`src/rtl/twi_pkg.sv`:
```
// Shared types for the two-wire memory slave.
package twi_pkg;
    // Transfer phase of the slave
    typedef enum logic [2:0] {
        ST_IDLE,   // waiting for START
        ST_CTRL,   // receiving control byte
        ST_AHI,    // receiving upper address byte
        ST_ALO,    // receiving lower address byte
        ST_WDAT,   // receiving write data
        ST_RDAT,   // transmitting read data
        ST_SKIP    // not addressed, wait for START or STOP
    } twi_state_e;
endpackage

```
`src/rtl/twi_line_sync.sv`:
```
// Synchronizes SCL and SDA into the clock domain and flags clock edges
// and START/STOP conditions. Assumes the bus idles high; the chains reset high.
module twi_line_sync #(
    parameter int STAGES = 2
) (
    input  logic clk,
    input  logic rst_n,
    input  logic scl_in,
    input  logic sda_in,
    output logic scl_s,
    output logic sda_s,
    output logic scl_rise,
    output logic scl_fall,
    output logic start_det,
    output logic stop_det
);
    logic [STAGES-1:0] scl_chain;
    logic [STAGES-1:0] sda_chain;
    logic              scl_d;
    logic              sda_d;

    // Multi-flop synchronizer chains for both lines
    always_ff @(posedge clk) begin
        if (!rst_n) begin
            scl_chain <= '1;
            sda_chain <= '1;
        end else begin
            scl_chain[0] <= scl_in;
            sda_chain[0] <= sda_in;
            for (int i = 1; i < STAGES; i++) begin
                scl_chain[i] <= scl_chain[i-1];
                sda_chain[i] <= sda_chain[i-1];
            end
        end
    end

    assign scl_s = scl_chain[STAGES-1];
    assign sda_s = sda_chain[STAGES-1];

    // One-cycle delayed copies used for edge detection
    always_ff @(posedge clk) begin
        if (!rst_n) begin
            scl_d <= 1'b1;
            sda_d <= 1'b1;
        end else begin
            scl_d <= scl_s;
            sda_d <= sda_s;
        end
    end

    // Edge and condition decode
    always_comb begin
        scl_rise  = scl_s & ~scl_d;
        scl_fall  = ~scl_s & scl_d;
        start_det = scl_s & scl_d & sda_d & ~sda_s;
        stop_det  = scl_s & scl_d & ~sda_d & sda_s;
    end
endmodule

```
`src/rtl/twi_shifter.sv`:
```
// Shared byte shift register and bit counter. It shifts MSB-first on each
// enabled step, and a load replaces the contents for transmit.
// full is set once W bits have been shifted since the last clear.
module twi_shifter #(
    parameter int W = 8
) (
    input  logic         clk,
    input  logic         rst_n,
    input  logic         clr,
    input  logic         shift_en,
    input  logic         bit_in,
    input  logic         load_en,
    input  logic [W-1:0] load_val,
    output logic [W-1:0] data,
    output logic         full
);
    localparam int CW = $clog2(W + 1);

    logic [CW-1:0] cnt;

    // Shift register contents
    always_ff @(posedge clk) begin
        if (!rst_n)        data <= '0;
        else if (load_en)  data <= load_val;
        else if (shift_en) data <= {data[W-2:0], bit_in};
    end

    // Bit position counter
    always_ff @(posedge clk) begin
        if (!rst_n)        cnt <= '0;
        else if (clr)      cnt <= '0;
        else if (shift_en) cnt <= cnt + 1'b1;
    end

    assign full = (cnt == CW'(W));
endmodule

```
`src/rtl/twi_addr_ptr.sv`:
```
// Word pointer. It holds the upper address part until the lower byte
// arrives, then loads both at once. Increment wraps at 2**AW.
module twi_addr_ptr #(
    parameter int AW = 13
) (
    input  logic          clk,
    input  logic          rst_n,
    input  logic          hi_we,
    input  logic [AW-9:0] hi_val,
    input  logic          lo_we,
    input  logic [7:0]    lo_val,
    input  logic          inc,
    output logic [AW-1:0] ptr
);
    logic [AW-9:0] hi_hold;

    // Staging register for the upper address byte
    always_ff @(posedge clk) begin
        if (!rst_n)     hi_hold <= '0;
        else if (hi_we) hi_hold <= hi_val;
    end

    // Pointer load and wrapping increment
    always_ff @(posedge clk) begin
        if (!rst_n)     ptr <= '0;
        else if (lo_we) ptr <= {hi_hold, lo_val};
        else if (inc)   ptr <= ptr + 1'b1;
    end
endmodule

```
`src/rtl/twi_mem_slave.sv`:
```
// Two-wire memory slave top. It sequences control, address and data bytes,
// makes acknowledges and drives SDA through an open-drain enable.
// All SDA enable changes are taken on a synchronized SCL falling edge.
// rd_data must reflect mem_addr combinationally.
module twi_mem_slave #(
    parameter int         ADDR_W      = 13,
    parameter int         SYNC_STAGES = 2,
    parameter logic [3:0] DEV_CODE    = 4'b1010
) (
    input  logic              clk,
    input  logic              rst_n,
    input  logic              scl_in,
    input  logic              sda_in,
    input  logic [2:0]        dev_sel,
    output logic              sda_oe,
    input  logic              mem_busy,
    output logic [ADDR_W-1:0] mem_addr,
    input  logic [7:0]        rd_data,
    output logic              wr_en,
    output logic [7:0]        wr_data
);
    import twi_pkg::*;

    localparam int BYTE_W = 8;
    localparam int HI_W   = ADDR_W - BYTE_W;

    twi_state_e  state;
    logic        ack_phase;
    logic        m_nack;
    logic        scl_s, sda_s, scl_rise, scl_fall, start_det, stop_det;
    logic [BYTE_W-1:0] sr_data;
    logic        sr_full;
    logic        active, ack_ok, byte_end, ack_end;
    logic        sh_clr, sh_en, sh_load;
    logic        st_idle, st_tx;
    logic        ptr_hi_we, ptr_lo_we, ptr_inc;

    twi_line_sync #(.STAGES(SYNC_STAGES)) u_sync (
        .clk(clk), .rst_n(rst_n), .scl_in(scl_in), .sda_in(sda_in),
        .scl_s(scl_s), .sda_s(sda_s), .scl_rise(scl_rise), .scl_fall(scl_fall),
        .start_det(start_det), .stop_det(stop_det)
    );

    // Phase decode and acknowledge decision
    always_comb begin
        active   = (state != ST_IDLE) && (state != ST_SKIP);
        byte_end = active && scl_fall && !ack_phase && sr_full;
        ack_end  = active && scl_fall && ack_phase;
        if (mem_busy)              ack_ok = 1'b0;
        else if (state == ST_CTRL) ack_ok = (sr_data[7:4] == DEV_CODE) && (sr_data[3:1] == dev_sel);
        else                       ack_ok = 1'b1;
        st_idle = (state == ST_IDLE);
        st_tx   = (state == ST_RDAT);
    end

    // Shifter control
    always_comb begin
        sh_clr  = start_det | stop_det | ack_end;
        sh_en   = active && scl_rise && !ack_phase && !sr_full;
        sh_load = ack_end && (((state == ST_CTRL) && sr_data[0]) ||
                              ((state == ST_RDAT) && !m_nack));
    end

    twi_shifter #(.W(BYTE_W)) u_shift (
        .clk(clk), .rst_n(rst_n), .clr(sh_clr), .shift_en(sh_en), .bit_in(sda_s),
        .load_en(sh_load), .load_val(rd_data), .data(sr_data), .full(sr_full)
    );

    // Pointer control
    always_comb begin
        ptr_hi_we = byte_end && (state == ST_AHI) && ack_ok;
        ptr_lo_we = byte_end && (state == ST_ALO) && ack_ok;
        ptr_inc   = (ack_end && (state == ST_WDAT)) ||
                    (byte_end && (state == ST_RDAT));
    end

    twi_addr_ptr #(.AW(ADDR_W)) u_ptr (
        .clk(clk), .rst_n(rst_n), .hi_we(ptr_hi_we), .hi_val(sr_data[HI_W-1:0]),
        .lo_we(ptr_lo_we), .lo_val(sr_data), .inc(ptr_inc), .ptr(mem_addr)
    );

    // Transfer sequencer, SDA enable and write strobe
    always_ff @(posedge clk) begin
        if (!rst_n) begin
            state     <= ST_IDLE;
            ack_phase <= 1'b0;
            sda_oe    <= 1'b0;
            wr_en     <= 1'b0;
            wr_data   <= '0;
        end else begin
            wr_en <= 1'b0;
            if (start_det) begin
                state     <= ST_CTRL;
                ack_phase <= 1'b0;
                sda_oe    <= 1'b0;
            end else if (stop_det) begin
                state     <= ST_IDLE;
                ack_phase <= 1'b0;
                sda_oe    <= 1'b0;
            end else if (byte_end) begin
                if (state == ST_RDAT) begin
                    ack_phase <= 1'b1;
                    sda_oe    <= 1'b0;
                end else if (ack_ok) begin
                    ack_phase <= 1'b1;
                    sda_oe    <= 1'b1;
                    if (state == ST_WDAT) begin
                        wr_en   <= 1'b1;
                        wr_data <= sr_data;
                    end
                end else begin
                    state  <= ST_SKIP;
                    sda_oe <= 1'b0;
                end
            end else if (ack_end) begin
                ack_phase <= 1'b0;
                sda_oe    <= 1'b0;
                case (state)
                    ST_CTRL: begin
                        if (sr_data[0]) begin
                            state  <= ST_RDAT;
                            sda_oe <= ~rd_data[7];
                        end else begin
                            state <= ST_AHI;
                        end
                    end
                    ST_AHI:  state <= ST_ALO;
                    ST_ALO:  state <= ST_WDAT;
                    ST_RDAT: begin
                        if (m_nack) state  <= ST_SKIP;
                        else        sda_oe <= ~rd_data[7];
                    end
                    default: state <= state;
                endcase
            end else if (active && scl_fall && (state == ST_RDAT)) begin
                sda_oe <= ~sr_data[7];
            end
        end
    end

    // Capture of the master acknowledge after a transmitted byte
    always_ff @(posedge clk) begin
        if (!rst_n)                                      m_nack <= 1'b1;
        else if (scl_rise && ack_phase && state == ST_RDAT) m_nack <= sda_s;
    end
endmodule

```
`config.mk`:
```
export PLATFORM = sky130hd
export DESIGN_NAME = twi_mem_slave
export DESIGN_NICKNAME = d
export VERILOG_FILES = /design/src/rtl/twi_pkg.sv /design/src/rtl/twi_line_sync.sv /design/src/rtl/twi_shifter.sv /design/src/rtl/twi_addr_ptr.sv /design/src/rtl/twi_mem_slave.sv
export SDC_FILE = /design/constraint.sdc
export NUM_CORES = 1
export LEC_CHECK = 0
export ABC_AREA = 1
export BUFFER_PORTS_ARGS = -buffer_cell sky130_fd_sc_hd__buf_2
export CAP_MARGIN = 15
export CORE_MARGIN = 2
export CORE_UTILIZATION = 37
export DETAILED_ROUTE_END_ITERATION = 10
export PLACE_DENSITY = 0.65
export SLEW_MARGIN = 5
export SYNTH_ARGS = -nofsm -noshare
export SYNTH_HDL_FRONTEND = slang
export SYNTH_SLANG_ARGS = --single-unit
```
`constraint.sdc`:
```
create_clock -name clk -period 4.7 [get_ports clk]
set_input_delay 0.94 -clock clk [delete_from_list [all_inputs] [get_ports clk]]
set_output_delay 0.94 -clock clk [all_outputs]
set_load 0.01 [all_outputs]
```
==> impl_results.md, run 1 <==
* Row cnt at 31
* Clk Latency, worst-skew pair at 300 ps
* Vias in the first global route at approximately 2,400
* Synth area leader: dfxtp_1
* Status: finished clean
* Worst Max-Slew Pin Slew at just over 500 ps
* Remaining DRCs at 0
* Detailed placement HPWL at 4750 um
* CTS tree: done
* Post-synthesis sequential area ratio at 0.375
* Die height at 89.8 um
* Worst path required time at ~5000 ps
* Synthesized area at ~0.0027 mm2
* Post-Synthesis Cells at slightly above 400
* Final hold viol count at 0
* Worst setup SP type: primary input
* Post-synthesis net count at ~430
* Final nets at 467
* R2R Setup Slk at between 2000 and 3000 ps
* DR vias at about 2,600
* WL/cell at between 10 and 15 um
* Number of max-cap violations at 0
* IO Pins at 39
* Antenna diode count at 0
* Total track usage at 0.161
* Routed Antenna Nets at 0
* RSZ-0062 raised after global routing: no
* Via-to-Cell Ratio at 4.72
* Post-Route WL at 6420 um
* VDD IR max at roughly 120 uV
* Max_slew headroom at 0.656
* Largest net degree at the start of global routing at 31
* Initial antenna violation count at 0
* DRT iter0 DRCs at around 120
* Final Setup Violations at 0
* Hold buffers post-CTS at 0
* CTS resizes at 0
* Synth area leaders: dfxtp_1 (37%), nand2_1 (16%), nor2_1 (10%), inv_1 (5.8%), xor2_1 (3.2%)
* Port bufs at 38
* Hold WS at approximately 420 ps
* Setup_tns at 0 ps
* Placer Congestion at roughly 0.83
* Period utilization at 0.471
* Top cell type's share of synthesized area at 0.375
* Fillers at between 700 and 800
* Final core occ at 0.429
* CTS max path bufs at 2
* Critical-path maximum fanout at 30
* Reg clk slew, reported paths at about 90 ps
* Achievable Freq at around 450 MHz
* Seq cells post-synth at 51
* Global-route wire length before repair at 10,900 um
* Final WS setup at between 2000 and 2500 ps
* # clock sinks at 51
* Clock Root Buffer: clkbuf_8
* Syn_area_per_cell at between 6 and 7 um2
* Finished Layout Cells at between 500 and 600
* Cell Area, Placed at 0.00298 mm2
* Dpl cells at 540
* Endpoint type of the worst setup path: register
* Post-CTS setup buffers at 0
* Total Power at 738 uW
* Congestion Overflow GR at 0
* TritonCTS Buffers at 5
* Layout cells sized above 1 at 0.167
* H-tree depth at 2
* Min Tclk post-route at ~2200 ps
* Critical path arrival at around 2500 ps
* Clock skew at ~4.7 ps
* Leak at 1.48 nW
* PD cells at between 200 and 250 mW/mm2
* DIE WIDTH at 89.8 um
* Max Slew Vio Count at 0
* Setup CP Type: primary input to register
* Design area at around 0.0031 mm2
* Min-Delay Path Class: register to register
* Floorplan Core Area at 0.00718 mm2
* Starting Density at 0.380
* Setup Slack @ Placement at around 2200 ps
* Synth unique cells at 33
* Synth-to-Final Area Change at 12.9%
* Area of the die at 0.00806 mm2
* Synth warn at 0
* TritonRoute pass-1 iters at 4
state kept, by name (all words and copies together) (netlist names):
name / cells
wr_data: 8
u_sync.sda_d: 1
wr_en: 1
u_sync.scl_chain: 2
u_ptr.hi_hold: 5
u_shift.cnt: 4
u_shift.data: 8
u_sync.sda_chain: 2
sda_oe: 1
u_sync.scl_d: 1
u_ptr.ptr: 13
ack_phase: 1
m_nack: 1
state: 3
power by group:
group / switching (mW) / internal, mW / leakage [nW] / total [mW]
sequential: 0.00276 / 0.434 / 0.412 / 0.437
combinational: 0.0198 / 0.0116 / 1.02 / 0.0314
clock: 0.149 / 0.120 / 0.0474 / 0.270
final cells by class:
type,instances,area [um2],share of cell area
multi-input combinational,304,1460,0.475
sequential,51,1020,0.332
tap,99,124,0.0403
clock inverter,2,16.3,0.00529
timing repair buffer,38,190,0.0618
inverter,48,180,0.0586
clock buffer,6,82.6,0.0269
cells in the mapped netlist:
master	n
nor3_1	7
o21ai_1	10
buf_2	1
nor2_1	76
a21oi_2	1
o21bai_1	1
xnor2_1	1
a31oi_1	9
nor2_4	4
nand4_1	3
nor3_2	1
nor3b_1	1
clkinv_1	1
nand3b_4	1
nand2_1	116
buf_6	3
xor2_1	10
nand2_4	1
dfxtp_1	51
clkbuf_1	4
nand3_4	1
inv_2	5
buf_4	1
or2_2	4
nor2_2	5
nand2_2	4
o21ai_0	15
a21oi_1	10
nand3_2	2
nand3b_1	1
inv_1	42
nand3_1	17
ha_1	3
cells by family (layout without fill, tap and decap cells):
| kind of cell | Yosys count | after routing | share of synthesized area |
|---|---|---|---|
| flip-flops | 51 | 51 | 0.375 |
| AND/OR/NAND/NOR | 244 | 244 | 0.396 |
| AO/OA/AOI/OAI | 46 | 46 | 0.0910 |
| XOR/XNOR | 11 | 11 | 0.0354 |
| buffers and inverters | 57 | 94 | 0.0886 |
| adder cells (fa/ha/maj) | 3 | 3 | 0.0138 |
layout by cell type (no fill, tap or decap), types with 10 or more instances in the layout:
master / synthesis / routed
a21oi_1: 10 / 10
buf_2: 1 / 38
dfxtp_1: 51 / 51
inv_1: 42 / 42
nand2_1: 116 / 116
nand3_1: 17 / 17
nor2_1: 76 / 76
o21ai_0: 15 / 15
o21ai_1: 10 / 10
xor2_1: 10 / 10
worst paths after layout:
kind / startpoint / to / depth (start not counted)
min reg2reg: u_sync.scl_chain[0] / u_sync.scl_chain[1] / 1
max: rst_n / u_shift.cnt[2] / 6
min: u_sync.scl_chain[0] / u_sync.scl_chain[1] / 1
max reg2reg: u_shift.cnt[0] / u_ptr.ptr[11] / 9
routing by layer:
layer  GRT usage  wire, um  up-vias
li1            -         -     1357
met2       0.289      3020       42
met1       0.202      3130     1177
met3      0.0285       184       12
met5           0         0        -
met4      0.0359        85        0
worst max-delay path, cell delays in order:
cell and delay, ps:
buf_2 420, inv_1 350, nor2_1 270, nand2_1 170, o21bai_1 190, a21oi_1 110
(Power assumes the default switching activity.)
==> run 2, diff against run 1 <==
Clock period 4.7 ns to 2.1 ns, I/O delays scaled along.
==> run 2 against run 1 <==
Compared with the run above: clock skew up 7.0 ps; critical path type is now register to register; setup slack worse by 2300 ps; critical endpoint is now u_ptr.ptr[11]; register-to-register slack worse by 2500 ps.
==> impl_results.md, run 2 (synthesized netlist as in run 1, its figures left out) <==
* WL/cell at 11.8 um (was 11.7 um)
* Hold WS at 297 ps (was 417 ps)
* Commonest non-fill, non-tap cells in the layout: nand2_1 (116), nor2_1 (76), dfxtp_1 (51) (unchanged)
* Reg clk slew, reported paths at 90 ps (about the same)
* RSZ-0062 raised after global routing: no (unchanged)
* H-tree depth at 2 (unchanged)
* Final core occ at 0.439 (was 0.429)
* Layout cells sized above 1 at 0.174 (was 0.167)
* Die height at 89.8 um (unchanged)
* Setup CP Type: register to register (was primary input to register)
* Largest net degree at the start of global routing at 30 (was 31)
* TritonCTS Buffers at 5 (unchanged)
* Antenna diode count at 0 (unchanged)
* Min-Delay Path Class: primary input to register (was register to register)
* Floorplan Core Area at 0.00718 mm2 (unchanged)
* Achievable Freq at 526 MHz
* Clock skew at 11.7 ps (was 4.66 ps)
* Synth-to-Final Area Change at 15.5% (was 12.9%)
* Worst Max-Slew Pin Slew at 475 ps (was 516 ps)
* Final nets at 472 (was 467)
* Hold buffers post-CTS at 0 (unchanged)
* Remaining DRCs at 0 (unchanged)
* Setup_tns at 0 ps (unchanged)
* Finished Layout Cells at 553 (was 548)
* Min Tclk post-route at around 1900 ps
* IO Pins at 39 (unchanged)
* Post-CTS setup buffers at 0 (unchanged)
* Max reg flops at 13 (unchanged)
* Top reg by flops: u_ptr.ptr (unchanged)
* Area of the die at 0.00806 mm2 (unchanged)
* Leak at 1.52 nW (was 1.48 nW)
* Vias in the first global route at 2,471 (was 2,396)
* Worst path required time at 2350 ps (was 4940 ps)
* CTS resizes at 0 (unchanged)
* Critical-path maximum fanout at 14 (was 30)
* Placer Congestion at 0.873 (was 0.833)
* Total track usage at 0.166 (was 0.161)
* PD cells at 592 mW/mm2 (was 240 mW/mm2)
* CTS tree: done (unchanged)
* Initial antenna violation count at 0 (unchanged)
* DRT iter0 DRCs at 98 (was 116)
* Final hold viol count at 0 (unchanged)
* Max_slew headroom at 0.683 (was 0.656)
* CTS max path bufs at 2 (unchanged)
* Final Setup Violations at 0 (unchanged)
* DR vias at 2,581 (was 2,588)
* TritonRoute pass-1 iters at 5 (was 4)
* Post-Route WL at 6510 um (was 6420 um)
* Starting Density at 0.380 (unchanged)
* DIE WIDTH at 89.8 um (unchanged)
* Routed Antenna Nets at 0 (unchanged)
* Status: finished clean (unchanged)
* Max Slew Vio Count at 0 (unchanged)
* Top flop regs: u_ptr.ptr: 13 flops, u_shift.data: 8 flops, wr_data: 8 flops (unchanged)
* Worst setup SP type: register (was primary input)
* Dpl cells at 545 (was 540)
* Clk Latency, worst-skew pair at 310 ps (was 300 ps)
* VDD IR max at 389 uV (was 123 uV)
* Number of max-cap violations at 0 (unchanged)
* Via-to-Cell Ratio at 4.67 (was 4.72)
* Critical path arrival at 2150 ps (was 2450 ps)
* Global-route wire length before repair at 11,200 um (was 10,900 um)
* Endpoint type of the worst setup path: register (unchanged)
* Port bufs at 38 (unchanged)
* # clock sinks at 51 (unchanged)
* Most common cell after layout, fill and taps aside: nand2_1 (unchanged)
* Congestion Overflow GR at 0 (unchanged)
* Clock Root Buffer: clkbuf_8 (unchanged)
* Row cnt at 31 (unchanged)
* Detailed placement HPWL at 4910 um (was 4750 um)
* Period utilization at 0.904
[run 2: cell count changes in the layout (fill, tap and decap cells not counted)]
cell,previous run,this run
clkinvlp_4,1,0
buf_4,0,5
clkinv_4,1,0
bufinv_16,0,2
clkbuf_1,0,1
clkbuf_8,6,5
[run 2: stage by stage]
stage	instance area, um2	setup WS, ps	power [mW]
6_report	3150	201	1.86
5_1_grt	3150	8.32	1.93
4_1_cts	3150	209	1.88
3_5_place_dp	3010	242	1.08
3_3_place_gp	3010	281	1.07
2_1_floorplan	2720	511	1.05
[run 2: worst max-delay path, stage by stage (launching register included)]
cell and delay, ps:
dfxtp_1 350, inv_1 80, ha_1 140, nand2_1 70
nor3_2 180, nand4_1 220, nand3b_4 310, nand2_2 260
o21ai_0 110, nor2_1 110
[run 2: power by group]
part | total (mW) | leakage, nW | internal (mW) | switching (mW)
Clock | 0.811 | 0.0654 | 0.476 | 0.335
Sequential | 0.978 | 0.412 | 0.972 | 0.00598
Combinational | 0.0748 | 1.05 | 0.0286 | 0.0462
Total | 1.86 | 1.52 | 1.48 | 0.387
[run 2: routing by layer]
metal | part of all wire | wire [um] | up-vias | global-route usage
met3 | 0.042 | 276 | 9 | 0.0327
li1 | - | - | 1365 | -
met2 | 0.46 | 2980 | 55 | 0.273
met1 | 0.49 | 3160 | 1152 | 0.223
met5 | 0 | 0 | - | 0
met4 | 0.014 | 93 | 0 | 0.0487
[run 2: layout make-up]
cell class                      instances  area (um2)
Multi-Input combinational cell        304        1460
Clock buffer                            6        72.6
Timing Repair Buffer                   43         228
Sequential cell                        51        1020
Fill cell                             741        4030
Inverter                               48         180
Tap cell                               99         124
Clock inverter                          2        60.1
[run 2: worst paths after layout]
| check | from | end | slack (ps) | cells after the start |
|---|---|---|---|---|
| max | u_shift.cnt[0] | u_ptr.ptr[11] | 200 | 9 |
| min | sda_in | u_sync.sda_chain[0] | 300 | 2 |
| max reg2reg | u_shift.cnt[0] | u_ptr.ptr[11] | 200 | 9 |
| min reg2reg | u_sync.scl_chain[0] | u_sync.scl_chain[1] | 420 | 1 |
